## src/rtl/hpd_irq_pkg.sv

```systemverilog
package hpd_irq_pkg;
  localparam int unsigned NSRC     = 3;
  localparam int unsigned SRC_CORE = 0;
  localparam int unsigned SRC_RISE = 1;
  localparam int unsigned SRC_FALL = 2;
  localparam int unsigned PRE_W    = 4;
  localparam int unsigned CNT_W    = 8;
  localparam int unsigned PRE_LSB  = 12;
  localparam int unsigned CNT_LSB  = 0;

  typedef enum logic [1:0] {
    SEL_FILT  = 2'd0,
    SEL_LEVEL = 2'd1,
    SEL_STAT  = 2'd2,
    SEL_MASK  = 2'd3
  } reg_sel_e;
endpackage

```

## src/rtl/hpd_sync.sv

```systemverilog
module hpd_sync #(
  parameter int unsigned STAGES = 2
) (
  input  logic clk_i,
  input  logic rst_ni,
  input  logic d_i,
  output logic q_o
);
  logic [STAGES-1:0] chain_q;

  for (genvar g = 0; g < STAGES; g++) begin : g_stage
    if (g == 0) begin : g_first
      always_ff @(posedge clk_i or negedge rst_ni)
        if (!rst_ni) chain_q[g] <= 1'b0;
        else         chain_q[g] <= d_i;
    end else begin : g_next
      always_ff @(posedge clk_i or negedge rst_ni)
        if (!rst_ni) chain_q[g] <= 1'b0;
        else         chain_q[g] <= chain_q[g-1];
    end
  end

  assign q_o = chain_q[STAGES-1];
endmodule

```

## src/rtl/hpd_glitch_filter.sv

```systemverilog
module hpd_glitch_filter #(
  parameter int unsigned PRE_W = 4,
  parameter int unsigned CNT_W = 8
) (
  input  logic             clk_i,
  input  logic             rst_ni,
  input  logic             lvl_i,
  input  logic [PRE_W-1:0] pre_i,
  input  logic [CNT_W-1:0] cnt_i,
  output logic             lvl_o,
  output logic             rise_o,
  output logic             fall_o
);
  logic [PRE_W-1:0] pre_q;
  logic [CNT_W-1:0] cnt_q;
  logic             lvl_q, prev_q;
  logic             tick;

  assign tick = (pre_q == pre_i);

  always_ff @(posedge clk_i or negedge rst_ni)
    if (!rst_ni)   pre_q <= '0;
    else if (tick) pre_q <= '0;
    else           pre_q <= pre_q + 1'b1;

  // a mismatch must be seen on cnt_i+1 ticks in a row
  always_ff @(posedge clk_i or negedge rst_ni)
    if (!rst_ni) begin
      cnt_q <= '0;
      lvl_q <= 1'b0;
    end else if (lvl_i == lvl_q) begin
      cnt_q <= '0;
    end else if (tick) begin
      if (cnt_q == cnt_i) begin
        lvl_q <= lvl_i;
        cnt_q <= '0;
      end else begin
        cnt_q <= cnt_q + 1'b1;
      end
    end

  always_ff @(posedge clk_i or negedge rst_ni)
    if (!rst_ni) prev_q <= 1'b0;
    else         prev_q <= lvl_q;

  assign lvl_o  = lvl_q;
  assign rise_o = lvl_q & ~prev_q;
  assign fall_o = ~lvl_q & prev_q;
endmodule

```

## src/rtl/hpd_irq_regs.sv

```systemverilog
module hpd_irq_regs
  import hpd_irq_pkg::*;
#(
  parameter int unsigned ADDR_W   = 4,
  parameter int unsigned DATA_W   = 32,
  parameter logic [15:0] FILT_RST = 16'hA0A0
) (
  input  logic              clk_i,
  input  logic              rst_ni,
  input  logic              we_i,
  input  logic [ADDR_W-1:0] addr_i,
  input  logic [DATA_W-1:0] wdata_i,
  input  logic              rise_i,
  input  logic              fall_i,
  input  logic              core_i,
  input  logic              lvl_i,
  output logic [DATA_W-1:0] rdata_o,
  output logic [PRE_W-1:0]  pre_o,
  output logic [CNT_W-1:0]  cnt_o,
  output logic [NSRC-1:0]   stat_o,
  output logic [NSRC-1:0]   en_o,
  output logic              irq_o
);
  localparam int unsigned SEL_W = 2;

  logic             hit;
  reg_sel_e         sel;
  logic [PRE_W-1:0] pre_q;
  logic [CNT_W-1:0] cnt_q;
  logic [NSRC-1:0]  en_q;
  logic             rise_q, fall_q;
  logic             wr_filt, wr_stat, wr_mask;

  if (ADDR_W > SEL_W) begin : g_hi
    assign hit = (addr_i[ADDR_W-1:SEL_W] == '0);
  end else begin : g_nohi
    assign hit = 1'b1;
  end
  assign sel = reg_sel_e'(addr_i[SEL_W-1:0]);

  assign wr_filt = we_i && hit && (sel == SEL_FILT);
  assign wr_stat = we_i && hit && (sel == SEL_STAT);
  assign wr_mask = we_i && hit && (sel == SEL_MASK);

  always_ff @(posedge clk_i or negedge rst_ni)
    if (!rst_ni) begin
      pre_q <= FILT_RST[PRE_LSB +: PRE_W];
      cnt_q <= FILT_RST[CNT_LSB +: CNT_W];
    end else if (wr_filt) begin
      pre_q <= wdata_i[PRE_LSB +: PRE_W];
      cnt_q <= wdata_i[CNT_LSB +: CNT_W];
    end

  always_ff @(posedge clk_i or negedge rst_ni)
    if (!rst_ni)      en_q <= '0;
    else if (wr_mask) en_q <= wdata_i[NSRC-1:0];

  // a new event wins over a clear in the same cycle
  always_ff @(posedge clk_i or negedge rst_ni)
    if (!rst_ni) begin
      rise_q <= 1'b0;
      fall_q <= 1'b0;
    end else begin
      if (rise_i)                            rise_q <= 1'b1;
      else if (wr_stat && wdata_i[SRC_RISE]) rise_q <= 1'b0;
      if (fall_i)                            fall_q <= 1'b1;
      else if (wr_stat && wdata_i[SRC_FALL]) fall_q <= 1'b0;
    end

  always_comb begin
    stat_o           = '0;
    stat_o[SRC_CORE] = core_i;
    stat_o[SRC_RISE] = rise_q;
    stat_o[SRC_FALL] = fall_q;
  end

  always_comb begin
    rdata_o = '0;
    if (hit) begin
      unique case (sel)
        SEL_FILT: begin
          rdata_o[PRE_LSB +: PRE_W] = pre_q;
          rdata_o[CNT_LSB +: CNT_W] = cnt_q;
        end
        SEL_LEVEL: rdata_o[0]        = lvl_i;
        SEL_STAT:  rdata_o[NSRC-1:0] = stat_o;
        SEL_MASK:  rdata_o[NSRC-1:0] = en_q;
        default:   rdata_o = '0;
      endcase
    end
  end

  assign pre_o = pre_q;
  assign cnt_o = cnt_q;
  assign en_o  = en_q;
  assign irq_o = |(stat_o & en_q);
endmodule

```

## src/rtl/hpd_irq_unit.sv

```systemverilog
module hpd_irq_unit
  import hpd_irq_pkg::*;
#(
  parameter int unsigned ADDR_W      = 4,
  parameter int unsigned DATA_W      = 32,
  parameter int unsigned SYNC_STAGES = 2,
  parameter logic [15:0] FILT_RST    = 16'hA0A0
) (
  input  logic              clk_i,
  input  logic              rst_ni,
  input  logic              hpd_i,
  input  logic              core_irq_i,
  input  logic              reg_we_i,
  input  logic [ADDR_W-1:0] reg_addr_i,
  input  logic [DATA_W-1:0] reg_wdata_i,
  output logic [DATA_W-1:0] reg_rdata_o,
  output logic              hpd_level_o,
  output logic              irq_o
);
  logic             sync_lvl;
  logic             filt_lvl, rise, fall;
  logic [PRE_W-1:0] pre;
  logic [CNT_W-1:0] cnt;
  logic [NSRC-1:0]  stat, en;

  hpd_sync #(.STAGES(SYNC_STAGES)) u_sync (
    .clk_i (clk_i),
    .rst_ni(rst_ni),
    .d_i   (hpd_i),
    .q_o   (sync_lvl)
  );

  hpd_glitch_filter #(.PRE_W(PRE_W), .CNT_W(CNT_W)) u_filt (
    .clk_i (clk_i),
    .rst_ni(rst_ni),
    .lvl_i (sync_lvl),
    .pre_i (pre),
    .cnt_i (cnt),
    .lvl_o (filt_lvl),
    .rise_o(rise),
    .fall_o(fall)
  );

  hpd_irq_regs #(.ADDR_W(ADDR_W), .DATA_W(DATA_W), .FILT_RST(FILT_RST)) u_regs (
    .clk_i  (clk_i),
    .rst_ni (rst_ni),
    .we_i   (reg_we_i),
    .addr_i (reg_addr_i),
    .wdata_i(reg_wdata_i),
    .rise_i (rise),
    .fall_i (fall),
    .core_i (core_irq_i),
    .lvl_i  (filt_lvl),
    .rdata_o(reg_rdata_o),
    .pre_o  (pre),
    .cnt_o  (cnt),
    .stat_o (stat),
    .en_o   (en),
    .irq_o  (irq_o)
  );

  assign hpd_level_o = filt_lvl;
endmodule

```

## config.mk

```make
export PLATFORM = sky130hd
export DESIGN_NAME = hpd_irq_unit
export DESIGN_NICKNAME = d
export VERILOG_FILES = /design/src/rtl/hpd_irq_pkg.sv /design/src/rtl/hpd_sync.sv /design/src/rtl/hpd_glitch_filter.sv /design/src/rtl/hpd_irq_regs.sv /design/src/rtl/hpd_irq_unit.sv
export SDC_FILE = /design/constraint.sdc
export NUM_CORES = 1
export LEC_CHECK = 0
export BUFFER_PORTS_ARGS = -buffer_cell sky130_fd_sc_hd__buf_2
export CAP_MARGIN = 20
export CORE_MARGIN = 5
export CORE_UTILIZATION = 40
export CTS_CLUSTER_DIAMETER = 120
export DETAILED_ROUTE_END_ITERATION = 8
export GPL_ROUTABILITY_DRIVEN = 0
export PLACE_DENSITY = 0.67
export REMOVE_ABC_BUFFERS = 1
export SLEW_MARGIN = 25
export SYNTH_ARGS = -nofsm -noshare
export SYNTH_HDL_FRONTEND = slang
export SYNTH_SLANG_ARGS = --single-unit
```

## constraint.sdc

```tcl
create_clock -name clk_i -period 2.3 [get_ports clk_i]
set_clock_uncertainty 0.2 [all_clocks]
set_input_delay 0.115 -clock clk_i [delete_from_list [all_inputs] [get_ports clk_i]]
set_output_delay 0.115 -clock clk_i [all_outputs]
set_load 0.005 [all_outputs]
```

Word-level counts from Yosys, hierarchy flattened
Cells that the tools add are included.
Word-level totals
  bits in read-only memories: 0
  bits in writable memories: 0
  input bits: 41
  bits in latches: 0
  memories kept: 0
  logic and storage cells: 51
  register bits after elaboration: 33
  output and inout port bits: 34
Cells by class
  muxes and demuxes: 13
  shift-type cells: 0
  magnitude comparators: 0
  eq/ne operators: 6
  div/mod/pow operators: 0
  $add $sub $neg: 2
  bitwise gates (word level): 6
  reduce and logical (&&, ||, !) cells: 13
  multipliers: 0
Operators by type and width (number)
  $mux W8: 3
  $mux W16: 1
  $add A8 B1 Y8 const B: 1
  $eq A8 B8 Y1: 1
  $mux W4: 2
  $logic_and A1 B1 Y1: 6
  $pmux W2 S3: 1
  $reduce_bool A2 Y1: 3
  $mux W5: 1
  $add A4 B1 Y4 const B: 1
  $eq A2 B2 Y1 const B: 2
  $eq A4 B4 Y1: 1
  $logic_not A2 Y1: 2
  $mux W1: 4
  $pmux W1 S4: 1
  $and A3 B3 Y3: 1
  $not A1 Y1: 3
  $reduce_and A3 Y1: 1
  $reduce_or A3 Y1: 1
  $and A1 B1 Y1: 2
  $eq A2 B1 Y1 const B: 1
  $eq A1 B1 Y1: 1

Depth between registers and ports, before layout
  depth after elaboration: 6
  mapped depth: 6
  gate-level depth less buffers: 5

By module
A second synthesis with hierarchy kept.
Unflattened totals
  cell total of the unflattened synthesis: 185
  area, all modules: 2033.2 um^2
Modules (own cells, without submodules)
  hpd_irq_regs: instances 1, cells each 86, area an instance 1061.0 um^2, seq. area each 430.4 um^2
  hpd_glitch_filter: instances 1, cells each 97, area an instance 922.1 um^2, seq. area each 350.3 um^2
  hpd_sync: instances 1, cells each 2, area an instance 50.0 um^2, seq. area each 50.0 um^2

Least setup slack after synthesis
No wires, ideal clock.
  kind: reg-to-reg
  from: register u_regs.pre_q[1], in the netlist u_regs.pre_o[1]
  to: register u_filt.lvl_q, in the netlist u_filt.lvl_o
  arrival time: 1.493 ns
  period minus slack after synthesis: 1.818 ns
  path slack: 0.482 ns
  stages on the path, launching flop included: 6
  cells stage by stage: dfstp_2 xnor2_1 nand4_1 buf_2 nor3_1 mux2_2
Between the ends
  cells in the longest elaborated chain, start to end: 2
Ends and longest elaborated chain
  start, declared: RTL line hpd_irq_regs.sv:28  | logic [PRE_W-1:0] pre_q;
  start signal, assigned: RTL line hpd_irq_regs.sv:47  | pre_q <= FILT_RST[PRE_LSB +: PRE_W];
  start signal, assigned: RTL line hpd_irq_regs.sv:50  | pre_q <= wdata_i[PRE_LSB +: PRE_W];
  $eq A4 B4 Y1: RTL line hpd_glitch_filter.sv:19  | assign tick = (pre_q == pre_i);
  $reduce_and A3 Y1 (no line)
  end signal, assigned: RTL line hpd_glitch_filter.sv:35  | lvl_q <= lvl_i;
  end, declared: RTL line hpd_glitch_filter.sv:16  | logic lvl_q, prev_q;
No other way between the ends.
A chain may end at the register's enable or synchronous reset.

Worst setup path in the final report
  from: register u_regs.pre_q[3], in the netlist u_regs.pre_o[3]
  to: register u_filt.cnt_q[3]
Between the ends
  cells in the longest elaborated chain, start to end: 2
Ends and longest elaborated chain
  $eq A4 B4 Y1: RTL line hpd_glitch_filter.sv:19
  $reduce_bool A2 Y1 (no line)
  end signal, assigned: RTL line hpd_glitch_filter.sv:38  | cnt_q <= cnt_q + 1'b1;
  end, declared: RTL line hpd_glitch_filter.sv:15  | logic [CNT_W-1:0] cnt_q;
No other way between the ends.

==> results by group <==
Routing
  – WL final: 3810 µm
  – Initial DRC count: between 60 and 70
  – Average wire per standard cell: 12.7 µm
  – Initial DRT Pass Iterations: 4
  – Vias per cell: 4.73
  – Via count: 1413
  – Post-DRT Antenna Nets: 0
  – Drt drc: 0

Placed design
  – IO buf count: 34
  – Hpwl dp: 2800 µm
  – Post-place setup slack: 362 ps
  – Area after DPL: between 2000 and 2500 µm²

STA
  – RSZ-0062 raised after global routing: false
  – Slew HR: 52.6%
  – Max frequency: around 0.51 GHz
  – Setup total negative slack: 0 ps
  – Final Setup Violations: 0
  – Worst setup margin: 356 ps
  – Slew of the pin with the lowest slew margin: 709 ps
  – Fin. Hold Viols: 0
  – Final Critical Period: between 1500 and 2000 ps
  – Final max-slew violation count: 0
  – Period utilization: 84.5%

Setup path
  – WS Path Type: reg2reg
  – CP required: 2300 ps
  – Arr. time, crit path: 1940 ps
  – Flop2flop setup slack: around 360 ps
  – Worst path max stage delay: 550 ps
  – CP max stage cell: dfstp_2
  – CP endpoint kind: flip-flop
  – Crit path max fanout: 13
  – Critical-path cell list: xnor2_1, nand4_1, buf_4, or4_1, o211ai_1
  – Critical path startpoint category: flip-flop

Floorplan
  – Core area: 4750 µm²
  – Die H: between 80 and 90 µm
  – Die area: 6420 µm²
  – Initial Util: 41.3%
  – Row cnt: 25
  – Die W: 80.1 µm
  – IO Pins: 75

Synthesis
  – Mean Syn Cell Area: 10.8 µm²
  – Register bit total from synthesis: 33
  – Synthesized area: 1970 µm²
  – Post-synthesis sequential area ratio: roughly 42%
  – Synth Instances: 182
  – Netlist cell types: 38
  – Synth Warn #: 0
  – Ys async rst share: 100%
  – Number of synthesized flops with an enable pin: 0
  – Main flop type after synthesis: dfrtp_1

Clock network
  – Root Driver: clkbuf_8
  – Clock Sinks: 33
  – Total CTS buffers: 5
  – CTS max path bufs: 2
  – Max H-tree Level: 2
  – CTS tree: yes
  – Reg clk slew, reported paths: 70 ps
  – Worst skew pair latency: roughly 280 ps

Final layout
  – Inserted Diodes: 0
  – Number of nets in the final layout: between 200 and 300
  – Layout cell share with drive strength beyond 1: roughly a third
  – Fillers: 448
  – Area grow syn2layout: 19.7%
  – Design area: 2350 µm²
  – Fin util: 49.5%

Power and ir drop
  – Leakage: roughly 1.0 nW
  – Total power: 1.92 mW
  – PwrDens: 814 nW/µm²
  – Max VDD drop: 566 µV

Global routing
  – Number of global-route vias before repair: 1388
  – Initial antenna violation count: 0
  – Aggregate global routing overflow: 0
  – GRT Util Overall: between 10% and 20%
  – Pin count of the biggest net entering global routing: 34
  – First-pass GRT wire length: roughly 6500 µm

Flow run
  – Max-cap check violation count: 0

Run status
  – Status: complete, no violations

Min path
  – Hold crit path type: in2reg
==> per-stage QoR <==
step	hold slack, ps	cells
after CTS	80.3	299
after floorplan	-381	172
after global placement	17.1	277
after detailed placement	12.1	277
final	82.5	299
after global routing	121	299
==> worst max-delay path: cells and delay by family, from the launching register on <==
kind,cells,cell delay [ps]
simple gates,2,610
flops,1,550
buf+inv,1,200
compound gates,1,170
xor+xnor,1,140
==> cells in the final DEF, fill, tap and decap left out, types with 2 or more instances in the layout <==
cell,n
mux2_4,10
nand3_1,9
buf_4,4
conb_1,20
o2111ai_1,3
and2_2,6
nand4_1,4
or4_1,3
dfstp_2,4
nor3_1,2
xor2_1,2
dfrtp_1,29
mux2_2,8
buf_2,34
nand2_1,8
xnor2_1,14
nor4_1,2
a21oi_1,2
and2_1,4
nor2_1,9
ha_1,2
clkbuf_8,6
a22oi_1,2
inv_1,5
dlygate4sd3_1,14
o211ai_1,13
==> cell type report <==
class	instances	area, µm²	area share, %
Multi-Input combinational cell	134	985	41.9
Timing Repair Buffer	52	340	14.5
Sequential cell	33	831	35.3
Inverter	5	18.8	0.798
Clock inverter	1	7.51	0.319
Tap cell	67	83.8	3.56
Clock buffer	7	86.3	3.67
==> metal layers <==
| layer | GRT usage [%] | part of all wire, % |
|---|---|---|
| met5 | 0 | 0 |
| met2 | 21.4 | 46 |
| met4 | 5.07 | 0.97 |
| met1 | 16.5 | 46 |
| met3 | 3.81 | 6.5 |
==> power breakdown <==
part           leakage (nW)  switching, mW  internal (mW)
Sequential            0.402          0.141          0.727
Clock                0.0445          0.204          0.243
Combinational         0.601          0.296          0.305
==> cells by family after synthesis <==
kind of cell | synth area share (%)
simple gates | 15.2
buf+inv | 11.3
flops | 42.3
xor+xnor | 7.13
compound gates | 9.29
mux | 13.4
fa+ha+maj | 1.27
other cells | 0.191
==> cell usage after synthesis, drive strengths merged (2+ instances only) <==
cell type / instances / share of area, %
a22oi: 2 / 0.76
o211ai: 13 / 5.0
or2: 2 / 0.64
nand3: 9 / 2.3
buf: 24 / 9.3
nor3: 3 / 1.3
dfstp: 4 / 5.3
nor4: 2 / 0.64
clkbuf: 5 / 1.0
o2111ai: 3 / 1.3
mux2: 18 / 12
ha: 2 / 1.3
xnor2: 14 / 6.2
and2: 10 / 3.6
a21oi: 2 / 0.51
dfrtp: 29 / 37
nor2: 9 / 1.7
or4: 3 / 1.1
inv: 5 / 0.95
xor2: 2 / 0.89
nand4: 4 / 1.3
nand2: 9 / 1.8
==> worst paths after layout <==
check | start | to | cells after the start
setup / recovery | u_regs.pre_o[3] | u_filt.cnt_q[3] | 5
hold / removal | reg_we_i | u_regs.rise_q | 5
setup reg to reg | u_regs.pre_o[3] | u_filt.cnt_q[3] | 5
hold reg to reg | u_sync.chain_q[0] | u_sync.q_o | 0
max in group asynchronous | rst_ni | u_regs.cnt_o[6] | 2
min in group asynchronous | rst_ni | u_regs.fall_q | 2
==> registers in the layout, summed over array words and instances, names as in the netlist <==
signal / count
u_regs.cnt_o: 8
u_sync.q_o: 1
u_sync.chain_q: 1
u_filt.prev_q: 1
u_regs.fall_q: 1
u_regs.rise_q: 1
u_filt.pre_q: 4
u_filt.cnt_q: 8
u_regs.en_o: 3
u_regs.pre_o: 4
u_filt.lvl_o: 1
==> repair_timing <==
action                     in CTS  in global routing
resized for setup               0                  0
hold buffers                   14                  0
setup endpoints to repair       0                  0
hold endpoints to repair       47                  0
buffers inserted                0                  0
Note: power is estimated with default switching activity, not from simulation.
